$ cat src/rtl/i2c_watch_pkg.sv
package i2c_watch_pkg;
   localparam int          BASE_WIDTH   = 3;
   localparam logic [7:0]  CODE_IDLE    = 8'hF8;
   localparam logic [7:0]  CODE_BUS_ERR = 8'h00;

   typedef struct packed {
      logic start;
      logic stop;
      logic rise;
   } line_evt_t;
endpackage

$ cat src/rtl/i2c_glitch_filter.sv
module i2c_glitch_filter
   import i2c_watch_pkg::*;
#(
   parameter int SYNC_STAGES = 2,
   parameter int SEL_W       = 4
) (
   input  logic             clk,
   input  logic             rst_n,
   input  logic             raw,
   input  logic [SEL_W-1:0] width_sel,
   output logic             clean
);
   localparam int MAX_W = BASE_WIDTH + (1 << SEL_W) - 1;
   localparam int CNT_W = $clog2(MAX_W + 1);

   if (SYNC_STAGES < 2) begin : g_bad_sync
      $error("i2c_glitch_filter: SYNC_STAGES must be at least 2");
   end

   logic [SYNC_STAGES-1:0] sync_q;
   logic                   synced;
   logic [CNT_W-1:0]       run_cnt;
   logic [CNT_W-1:0]       limit;

   always_ff @(posedge clk or negedge rst_n) begin
      if (!rst_n) sync_q <= '1;
      else        sync_q <= {sync_q[SYNC_STAGES-2:0], raw};
   end

   assign synced = sync_q[SYNC_STAGES-1];
   // terminal count is width minus one: flip on the width-th differing sample
   assign limit  = CNT_W'(BASE_WIDTH) + CNT_W'(width_sel) - CNT_W'(1);

   always_ff @(posedge clk or negedge rst_n) begin
      if (!rst_n) begin
         run_cnt <= '0;
         clean   <= 1'b1;
      end else if (synced == clean) begin
         run_cnt <= '0;
      end else if (run_cnt == limit) begin
         run_cnt <= '0;
         clean   <= synced;
      end else begin
         run_cnt <= run_cnt + CNT_W'(1);
      end
   end
endmodule

$ cat src/rtl/i2c_cond_detect.sv
module i2c_cond_detect
   import i2c_watch_pkg::*;
(
   input  logic      clk,
   input  logic      rst_n,
   input  logic      scl_f,
   input  logic      sda_f,
   output line_evt_t evt,
   output logic      start_pulse,
   output logic      stop_pulse,
   output logic      bus_busy
);
   logic scl_d;
   logic sda_d;

   always_ff @(posedge clk or negedge rst_n) begin
      if (!rst_n) begin
         scl_d <= 1'b1;
         sda_d <= 1'b1;
      end else begin
         scl_d <= scl_f;
         sda_d <= sda_f;
      end
   end

   // conditions need the clock line high both before and after the data edge
   always_comb begin
      evt.start = scl_d & scl_f & sda_d & ~sda_f;
      evt.stop  = scl_d & scl_f & ~sda_d & sda_f;
      evt.rise  = ~scl_d & scl_f;
   end

   always_ff @(posedge clk or negedge rst_n) begin
      if (!rst_n) begin
         start_pulse <= 1'b0;
         stop_pulse  <= 1'b0;
         bus_busy    <= 1'b0;
      end else begin
         start_pulse <= evt.start;
         stop_pulse  <= evt.stop;
         if (evt.start)     bus_busy <= 1'b1;
         else if (evt.stop) bus_busy <= 1'b0;
      end
   end
endmodule

$ cat src/rtl/i2c_frame_pos.sv
module i2c_frame_pos
   import i2c_watch_pkg::*;
#(
   parameter int FRAME_BITS = 8
) (
   input  logic      clk,
   input  logic      rst_n,
   input  line_evt_t evt,
   input  logic      busy,
   output logic      bus_err
);
   localparam int LAST  = FRAME_BITS + 1;
   localparam int POS_W = $clog2(LAST + 1);

   logic [POS_W-1:0] pos;
   logic             cond;

   assign cond = evt.start | evt.stop;

   always_ff @(posedge clk or negedge rst_n) begin
      if (!rst_n) begin
         pos     <= '0;
         bus_err <= 1'b0;
      end else begin
         // position 1 is the first clock of a frame, where STOP and repeated START live
         bus_err <= cond && (pos >= POS_W'(2));
         if (cond) begin
            pos <= '0;
         end else if (evt.rise && busy) begin
            if (pos == POS_W'(LAST)) pos <= POS_W'(1);
            else                     pos <= pos + POS_W'(1);
         end
      end
   end
endmodule

$ cat src/rtl/i2c_bus_watch.sv
module i2c_bus_watch
   import i2c_watch_pkg::*;
#(
   parameter int SYNC_STAGES = 2,
   parameter int SEL_W       = 4,
   parameter int FRAME_BITS  = 8
) (
   input  logic             clk,
   input  logic             rst_n,
   input  logic             scl_raw,
   input  logic             sda_raw,
   input  logic [SEL_W-1:0] filt_sel,
   output logic             scl_clean,
   output logic             sda_clean,
   output logic             start_pulse,
   output logic             stop_pulse,
   output logic             bus_busy,
   output logic             bus_err,
   output logic [7:0]       err_code
);
   localparam int LINES = 2;

   if (SEL_W < 1 || SEL_W > 5) begin : g_bad_sel
      $error("i2c_bus_watch: SEL_W must lie in 1..5");
   end
   if (FRAME_BITS < 1) begin : g_bad_frame
      $error("i2c_bus_watch: FRAME_BITS must be positive");
   end

   logic [LINES-1:0] raw_vec;
   logic [LINES-1:0] clean_vec;
   line_evt_t        evt;

   assign raw_vec = {sda_raw, scl_raw};

   for (genvar g = 0; g < LINES; g++) begin : g_line
      i2c_glitch_filter #(
         .SYNC_STAGES (SYNC_STAGES),
         .SEL_W       (SEL_W)
      ) u_filt (
         .clk       (clk),
         .rst_n     (rst_n),
         .raw       (raw_vec[g]),
         .width_sel (filt_sel),
         .clean     (clean_vec[g])
      );
   end

   assign scl_clean = clean_vec[0];
   assign sda_clean = clean_vec[1];

   i2c_cond_detect u_det (
      .clk         (clk),
      .rst_n       (rst_n),
      .scl_f       (clean_vec[0]),
      .sda_f       (clean_vec[1]),
      .evt         (evt),
      .start_pulse (start_pulse),
      .stop_pulse  (stop_pulse),
      .bus_busy    (bus_busy)
   );

   i2c_frame_pos #(
      .FRAME_BITS (FRAME_BITS)
   ) u_pos (
      .clk     (clk),
      .rst_n   (rst_n),
      .evt     (evt),
      .busy    (bus_busy),
      .bus_err (bus_err)
   );

   assign err_code = bus_err ? CODE_BUS_ERR : CODE_IDLE;
endmodule

$ cat config.mk
export PLATFORM = sky130hd
export DESIGN_NAME = i2c_bus_watch
export DESIGN_NICKNAME = d
export VERILOG_FILES = /design/src/rtl/i2c_watch_pkg.sv /design/src/rtl/i2c_glitch_filter.sv /design/src/rtl/i2c_cond_detect.sv /design/src/rtl/i2c_frame_pos.sv /design/src/rtl/i2c_bus_watch.sv
export SDC_FILE = /design/constraint.sdc
export NUM_CORES = 1
export LEC_CHECK = 0
export ABC_AREA = 1
export BUFFER_PORTS_ARGS = -buffer_cell sky130_fd_sc_hd__buf_2
export CELL_PAD_IN_SITES_DETAIL_PLACEMENT = 1
export CELL_PAD_IN_SITES_GLOBAL_PLACEMENT = 2
export CORE_MARGIN = 2
export CORE_UTILIZATION = 35
export DETAILED_ROUTE_END_ITERATION = 10
export PLACE_DENSITY_LB_ADDON = 0.1
export REMOVE_ABC_BUFFERS = 1
export SLEW_MARGIN = 0
export SYNTH_ARGS = -nofsm -noshare
export SYNTH_HDL_FRONTEND = slang
export SYNTH_SLANG_ARGS = --single-unit
$ cat constraint.sdc
create_clock -name clk -period 2 [get_ports clk]
set_input_delay 0.3 -clock clk [delete_from_list [all_inputs] [get_ports clk]]
set_output_delay 0.3 -clock clk [all_outputs]
set_load 0.01 [all_outputs]
# [Word level (Yosys, flattened, before mapping)]
# Cells that the tools add are included.
[word_totals] reg_bits=26
[classes] eq_ne=5 n_lt_le_gt_ge=1 add_sub_neg=5 n_reduce_logical=6 n_bitwise=12 muxes=10
[ops] operator="5-bit 2-to-1 mux" count=4
[ops] operator="4-bit 2-to-1 mux" count=3
[ops] operator="5-bit by 1-bit adder with 5-bit output (second input constant)" count=2
[ops] operator="5-bit equality test" count=2
[ops] operator="8-bit 2-to-1 mux" count=1
[ops] operator="1-bit bitwise AND" count=6
[ops] operator="2-bit by 4-bit adder with 5-bit output (first input constant)" count=1
[ops] operator="1-bit inverter" count=5
[ops] operator="5-bit by 1-bit subtractor with 5-bit output (second input constant)" count=1
[ops] operator="4-bit by 1-bit adder with 4-bit output (second input constant)" count=1
[ops] operator="4-bit equality test (second input constant)" count=1
[ops] operator="4-bit by 2-bit greater-or-equal comparator with 1-bit output (second input constant)" count=1
[ops] operator="2-bit AND reduction" count=2
[ops] operator="2-bit nonzero test" count=2
[ops] operator="1-bit equality test" count=2
[ops] operator="1-bit logical AND" count=2
[ops] operator="1-bit 2-to-1 mux" count=2
[ops] operator="1-bit OR" count=1

# [Longest topological paths before layout]
# Gate-level depths: netlist (run 1).
[logic_depth] ltp_word=5 depth_mapped=9 depth_no_buf=9

# [By module]
# Synthesis (run 1) repeated with hierarchy kept, for this count alone.
[unflattened] hier_cells=175 hier_area_um2=1431.4
[modules_own_cells] module="i2c_glitch_filter" cells_each=55 instances=2 area_each_um2=456.7
[modules_own_cells] module="i2c_frame_pos" cells_each=39 instances=1 area_each_um2=284.0
[modules_own_cells] module="i2c_cond_detect" cells_each=17 instances=1 area_each_um2=173.9
[modules_own_cells] module="i2c_bus_watch" cells_each=9 instances=1 area_each_um2=60.1

# [Worst setup path before layout (run 1)]
# OpenSTA, ideal clock, no wires.
[synth_timing] path_kind="register -> register" start="register g_line[0].u_filt.clean" end="register u_pos.pos[3]" arrival_time_ns=1.156 synth_period_minus_slack_ns=1.268 n_path_buf=0 setup_ns=0.113 path_slack_ns=0.732 path_stages_with_launch=9 cell_sequence="dfstp_2 > inv_1 > nor2_1 > nand2_1 > inv_1 > nand2_1 > xor2_1 > nand2_1 > inv_1"
[synth_via] elab_chain_cells=5 word_cells_on_any_way=10 classes_between="mux: 1; bitwise: 7; reduce/logical: 2"
[synth_lines] item="from (decl)" line="i2c_glitch_filter.sv:11" source="output logic clean"
[synth_lines] item="from (signal assigned)" line="i2c_glitch_filter.sv:42" source="clean <= synced;"
[synth_lines] item="1-bit bitwise AND" line="i2c_cond_detect.sv:28, i2c_cond_detect.sv:29"
[synth_lines] item="1-bit bitwise AND (on tied branches) (2 in a row)" line="i2c_cond_detect.sv:28, i2c_cond_detect.sv:29"
[synth_lines] item="1-bit OR" line="i2c_frame_pos.sv:18" source="assign cond = evt.start | evt.stop;"
[synth_lines] item="4-bit 2-to-1 mux / 2-bit nonzero test (equally long branches)"
[synth_lines] item="to (signal assigned)" line="i2c_frame_pos.sv:31" source="else pos <= pos + POS_W'(1);"
[synth_lines] item="to (decl)" line="i2c_frame_pos.sv:15" source="logic [POS_W-1:0] pos;"
# Parallel ways exist; a longest one is shown, timed or not.
# A chain may end at the register's enable or synchronous reset.

# [Final worst setup path (run 1)]
# Ends and elaborated chain as after synthesis.

==> results of run 1 <==
==> state kept, by name, indices dropped and copies added (netlist names) <==
name,count
u_pos.bus_err,1
g_line.u_filt.clean,2
g_line.u_filt.run_cnt,10
u_det.stop_pulse,1
g_line.u_filt.sync_q,4
u_det.start_pulse,1
u_pos.pos,4
u_det.scl_d,1
u_det.sda_d,1
u_det.bus_busy,1
==> report_power, final <==
part	total, µW	switching (µW)	leakage, µW	internal [µW]
Combinational	528	315	0.000432	213
Clock	343	167	0.0000288	176
Sequential	822	134	0.000326	688
Total	1690	616	0.000786	1080
==> final cells by class <==
cell class,count,area (µm²)
clock buffer,4,55.1
fill,482,2180
inverter,26,97.6
multi-input combinational,108,572
sequential,26,661
tap,48,60.1
timing repair buffer,18,90.1
==> synth_stat cells, drive strengths merged <==
master / number
dfstp: 8
xor2: 8
nand4: 6
o21bai: 1
nand3b: 2
nor3: 1
or2: 1
nor2: 20
xnor2: 4
conb: 1
dfrtp: 18
a21oi: 1
nand2: 45
nand3: 10
and3: 1
inv: 26
a31oi: 1
buf: 7
ha: 3
o21ai: 1
==> kinds of logic after synthesis <==
| family | share of synthesized area, % |
|---|---|
| buf+inv | 10.9 |
| simple gates | 28.7 |
| flops | 48.0 |
| fa+ha+maj | 2.73 |
| compound gates | 1.73 |
| other cells | 0.273 |
| xor+xnor | 7.64 |
==> worst max-delay path, delay by kind of cell (launching register included) <==
kind          cells  cell delay [ps]
simple gates      4              370
buf+inv           3              190
flops             1              590
xor+xnor          1              150
==> per-layer routing <==
metal / GRT usage (%) / vias up
met3: 3.04 / 5
met5: 0 / -
met2: 24.5 / 17
li1: - / 528
met1: 16.7 / 502
met4: 7.40 / 0
==> per-stage QoR <==
stage	instance area, µm²	worst slack (ps)	power, µW
floorplan	1330	732	1190
global placement	1480	487	1350
detailed placement	1480	460	1370
CTS	1540	589	1730
global route	1540	427	1840
finish	1540	607	1690
==> path summary, 6_finish.rpt <==
kind                                             from                          end  slack, ps  cells after the start
max in group asynchronous                       rst_n  g_line[0].u_filt.run_cnt[2]       1600                      1
min                                             rst_n                 u_pos.pos[0]         10                      1
min reg2reg                g_line[0].u_filt.sync_q[0]   g_line[0].u_filt.sync_q[1]        360                      0
max reg2reg                    g_line[0].u_filt.clean                 u_pos.pos[3]        610                      8
max                            g_line[0].u_filt.clean                 u_pos.pos[3]        610                      8
min in group clk                              sda_raw   g_line[1].u_filt.sync_q[0]        110                      1
==> results.cfg, run 1 <==
[sta]
max_clock_freq_ghz = 0.718
fin_skew_ps = 4.55
setup_violations = 0
fin_setup_tns_ps = 0
holdWs_ps = 14.3
hold_viol_final = 0
rsz0062_at_grt = no
period_needed_ps = 1390
finalCritPeriodShare_pct = 69.7
slew_viol_final = 0
tightest_slew_ps = 580
timing.slew.headroom_pct = 61.3

[final_layout]
n_antenna_cell = 0
finalNetCount = 194
layout_commonest_cell = nand2_1
drive_gt1_share_pct = 22.0
layoutNonFillerInstCount = 230
final_cell_mix = nand2_1 (40), inv_1 (25), nor2_1 (20)
area_growth_pct = 11.6
fin_util_pct = 41.3

[yosys]
synth_top_cell_area_share_pct = 32.8
ys_ff_latch = 26
yosys-top-cells-area = dfrtp_1 (33%), dfstp_2 (15%), nand2_1 (11%)
yosysWarnings = 0
synth.distinct_cells = 23
avgSynthCellArea_um2 = 8.33
yosysTopAreaCell = dfrtp_1
synthCells = 165
yosysSeqAreaShare_pct = 48.0
syn-cell-area_mm2 = 0.00138

[power_and_ir_drop]
leakage_uw = 0.000786
p_per_area_mw_per_mm2 = 1100
vdd_drop_max_v = 0.000539

[die]
start_util_pct = 37.0
num_rows = 22
core_area_mm2 = 0.00372
dieArea_mm2 = 0.00445
io_pins = 22
fp.dieH_um = 66.7
chipWidth_um = 66.7

[routing]
via_per_inst = 4.57
drt_iter0_drc = 22
ant_nets = 0
routed_wl_um = 2730
met1Wirelength_um = 1230
dr_wl_met3_um = 99
drc_errors = 0
wl_met2_um = 1350
first_pass_iters = 4
highest_layer = met4
vias = 1052
detail_route.wl_per_cell_um = 11.9

[critical_path]
crit_chain = inv_1 -> nor2_1 -> nand2_1 -> inv_1 -> nand2_1 -> xor2_1 -> nand2_1 -> inv_1
cp-start-kind = register
end_kind = register
worstPathMaxFanout = 6
critPathMaxStageDelay_ps = 590
critical_path_arrival_ps = 1570
path_class = register to register
crit_path_top_delay_cell = dfstp_2
critPathRequiredTime_ps = 2180

[placed_design]
gp_congestion = 0.742
io_buffers = 18
dp_hpwl_um = 2150
dpl.cell_count = 226

[clocking]
cts_root_buf = clkbuf_8
cts.sinks = 26
insertion_delay_ps = 270
cts.clk_slew.worst_paths_ps = 90
cts_tree = done
postCtsSetupBuffers = 0
cts-buffers-inserted = 3
cts_resized = 0
cts_max_path_buffers = 2
cts_hold_buf = 0
htreeDepth = 1

[global_routing]
grt_pass1_vias = 1089
grt_pass1_wl_um = 4730
grt_max_degree = 27
grtUsageTotal_pct = 14.3
gr-total-overflow = 0
antenna_found_initial = 0

[run]
cap_violations = 0

[run_status]
status = finished clean

[min_path]
hp-class = input port to async pin
No activity file was read; power rests on OpenSTA's default activity.
==> run 2: changes to the inputs <==
CORE_UTILIZATION = 32   (was 35)
clock period = 1.45 ns   (was 2 ns; I/O delays follow)
==> run 2 against run 1 <==
  * Sequential share of layout area down 1.7 points
  * First-iteration DRC count up 110%
  * Via count up 2.9%
  * Global-route usage down 1.5 points
  * Wire length up 4.8%
  * Critical path type is now register to output pin
  * Highest routed layer unchanged
==> results.cfg, run 2 (synthesized netlist as in run 1, its figures left out) <==
[power_and_ir_drop]
vdd_drop_max_v = 0.000606
power_uw = 2550
p_per_area_mw_per_mm2 = 1600
leakage_uw = 0.000818

[die]
io_pins = 22
fp.dieH_um = 69.6
core_area_mm2 = 0.00406
num_rows = 23
chipWidth_um = 69.6
start_util_pct = 33.9
dieArea_mm2 = 0.00484

[clocking]
insertion_delay_ps = 280
cts.sinks = 26
cts_root_buf = clkbuf_8
cts.clk_slew.worst_paths_ps = 100
cts_tree = done
cts_max_path_buffers = 2
cts-buffers-inserted = 3
htreeDepth = 1

[routing]
vias = 1082
first_pass_iters = 3
drt_iter0_drc = 47
detail_route.wl_per_cell_um = 12.1
via_per_inst = 4.57
drc_errors = 0
routed_wl_um = 2870
ant_nets = 0

[placed_design]
io_buffers = 18
placed_area_mm2 = 0.00151
dp_hpwl_um = 2340
pre_cts_slack_ps = 74.4
gp_congestion = 0.753

[global_routing]
met2_usage_pct = 21.9
antenna_found_initial = 0
use_met1_pct = 16.1
grt_pass1_wl_um = 5000
busiest_layer = met2
grtUsageTotal_pct = 12.8
grt_use_met3_pct = 2.62
grt_max_degree = 27
grt_pass1_vias = 1120
gr-total-overflow = 0

[run]
cap_violations = 0

[sta]
period_needed_ps = 1320
setup_violations = 0
timing.slew.headroom_pct = 60.4
setup_ws_ps = 133
max_clock_freq_ghz = 0.759
slew_viol_final = 0
tightest_slew_ps = 594
holdWs_ps = 27.1
hold_viol_final = 0
finalCritPeriodShare_pct = 90.8
fin_skew_ps = 9.02

[critical_path]
crit_path_top_delay_cell = dfstp_2
critPathMaxStageDelay_ps = 570
crit_chain = buf_4 -> buf_2
cp-start-kind = register
critPathRequiredTime_ps = 1230
cp_num_buf_inv = 2
critical_path_arrival_ps = 1100
worstPathMaxFanout = 4
end_kind = output pin
crit_family = flip-flops
path_class = register to output pin

[run_status]
status = finished clean

[final_layout]
drive_gt1_share_pct = 24.6
top_register = g_line.u_filt.run_cnt
reg_top3 = g_line.u_filt.run_cnt x10, g_line.u_filt.sync_q x4, u_pos.pos x4
fin_util_pct = 39.4
layout_commonest_cell = nand2_1
final_cell_mix = nand2_1 (39), inv_1 (25), nor2_1 (19)
largest_register_ff_count = 10
area_growth_pct = 16.3
n_antenna_cell = 0
design_area_mm2 = 0.00160
finalNetCount = 199

[min_path]
hp-class = input port to register
[run 2: cell type report]
cell class,count,area [µm²]
Fill cell,505,2460
Sequential cell,26,661
Multi-Input combinational cell,108,577
Timing Repair Buffer,23,130
Inverter,26,97.6
Tap cell,50,62.6
Clock buffer,3,41.3
Clock inverter,1,30.0
[run 2: path summary, 6_finish.rpt]
path	from	end	slack, ps	depth (start not counted)
min in group asynchronous	rst_n	g_line[1].u_filt.run_cnt[3]	470	2
hold / removal	sda_raw	g_line[1].u_filt.sync_q[0]	30	1
setup reg to reg	g_line[0].u_filt.clean	u_pos.pos[3]	140	8
setup / recovery	g_line[1].u_filt.clean	sda_clean	130	2
hold reg to reg	g_line[0].u_filt.sync_q[0]	g_line[0].u_filt.sync_q[1]	360	0
max in group asynchronous	rst_n	g_line[1].u_filt.run_cnt[1]	590	2
[run 2: what timing repair did]
| item | in CTS | in global routing |
|---|---|---|
| gates resized for setup | 0 | 2 |
| endpoints found under the setup margin | 0 | 1 |
| hold endpoints to repair | 18 | 0 |
| setup buffers | 0 | 1 |
| hold buffers | 1 | 0 |
[run 2: through the flow]
stage	instances	TNS (ps)
after floorplan	160	0
after global placement	231	0
after detailed placement	231	0
after CTS	236	0
after global routing	237	-5.84
final	237	0
[run 2: layer usage]
layer	share of wire (%)	vias up	wire, µm
li1	-	540	-
met1	46	526	1320
met2	50	12	1430
met3	2.5	4	73
met4	1.5	0	44
met5	0	-	0
[run 2: power breakdown]
part	internal [µW]	switching [µW]	total, µW
sequential	948	167	1120
combinational	344	487	831
clock	370	237	606
total	1660	891	2550
[run 2: worst register-to-register path: stages, from the launching register on]
cell	delay, ps
dfstp_2	570
inv_1	40
nor2_1	100
nand2_2	90
inv_1	80
nand2_1	80
xor2_1	150
nand2_1	60
inv_1	30
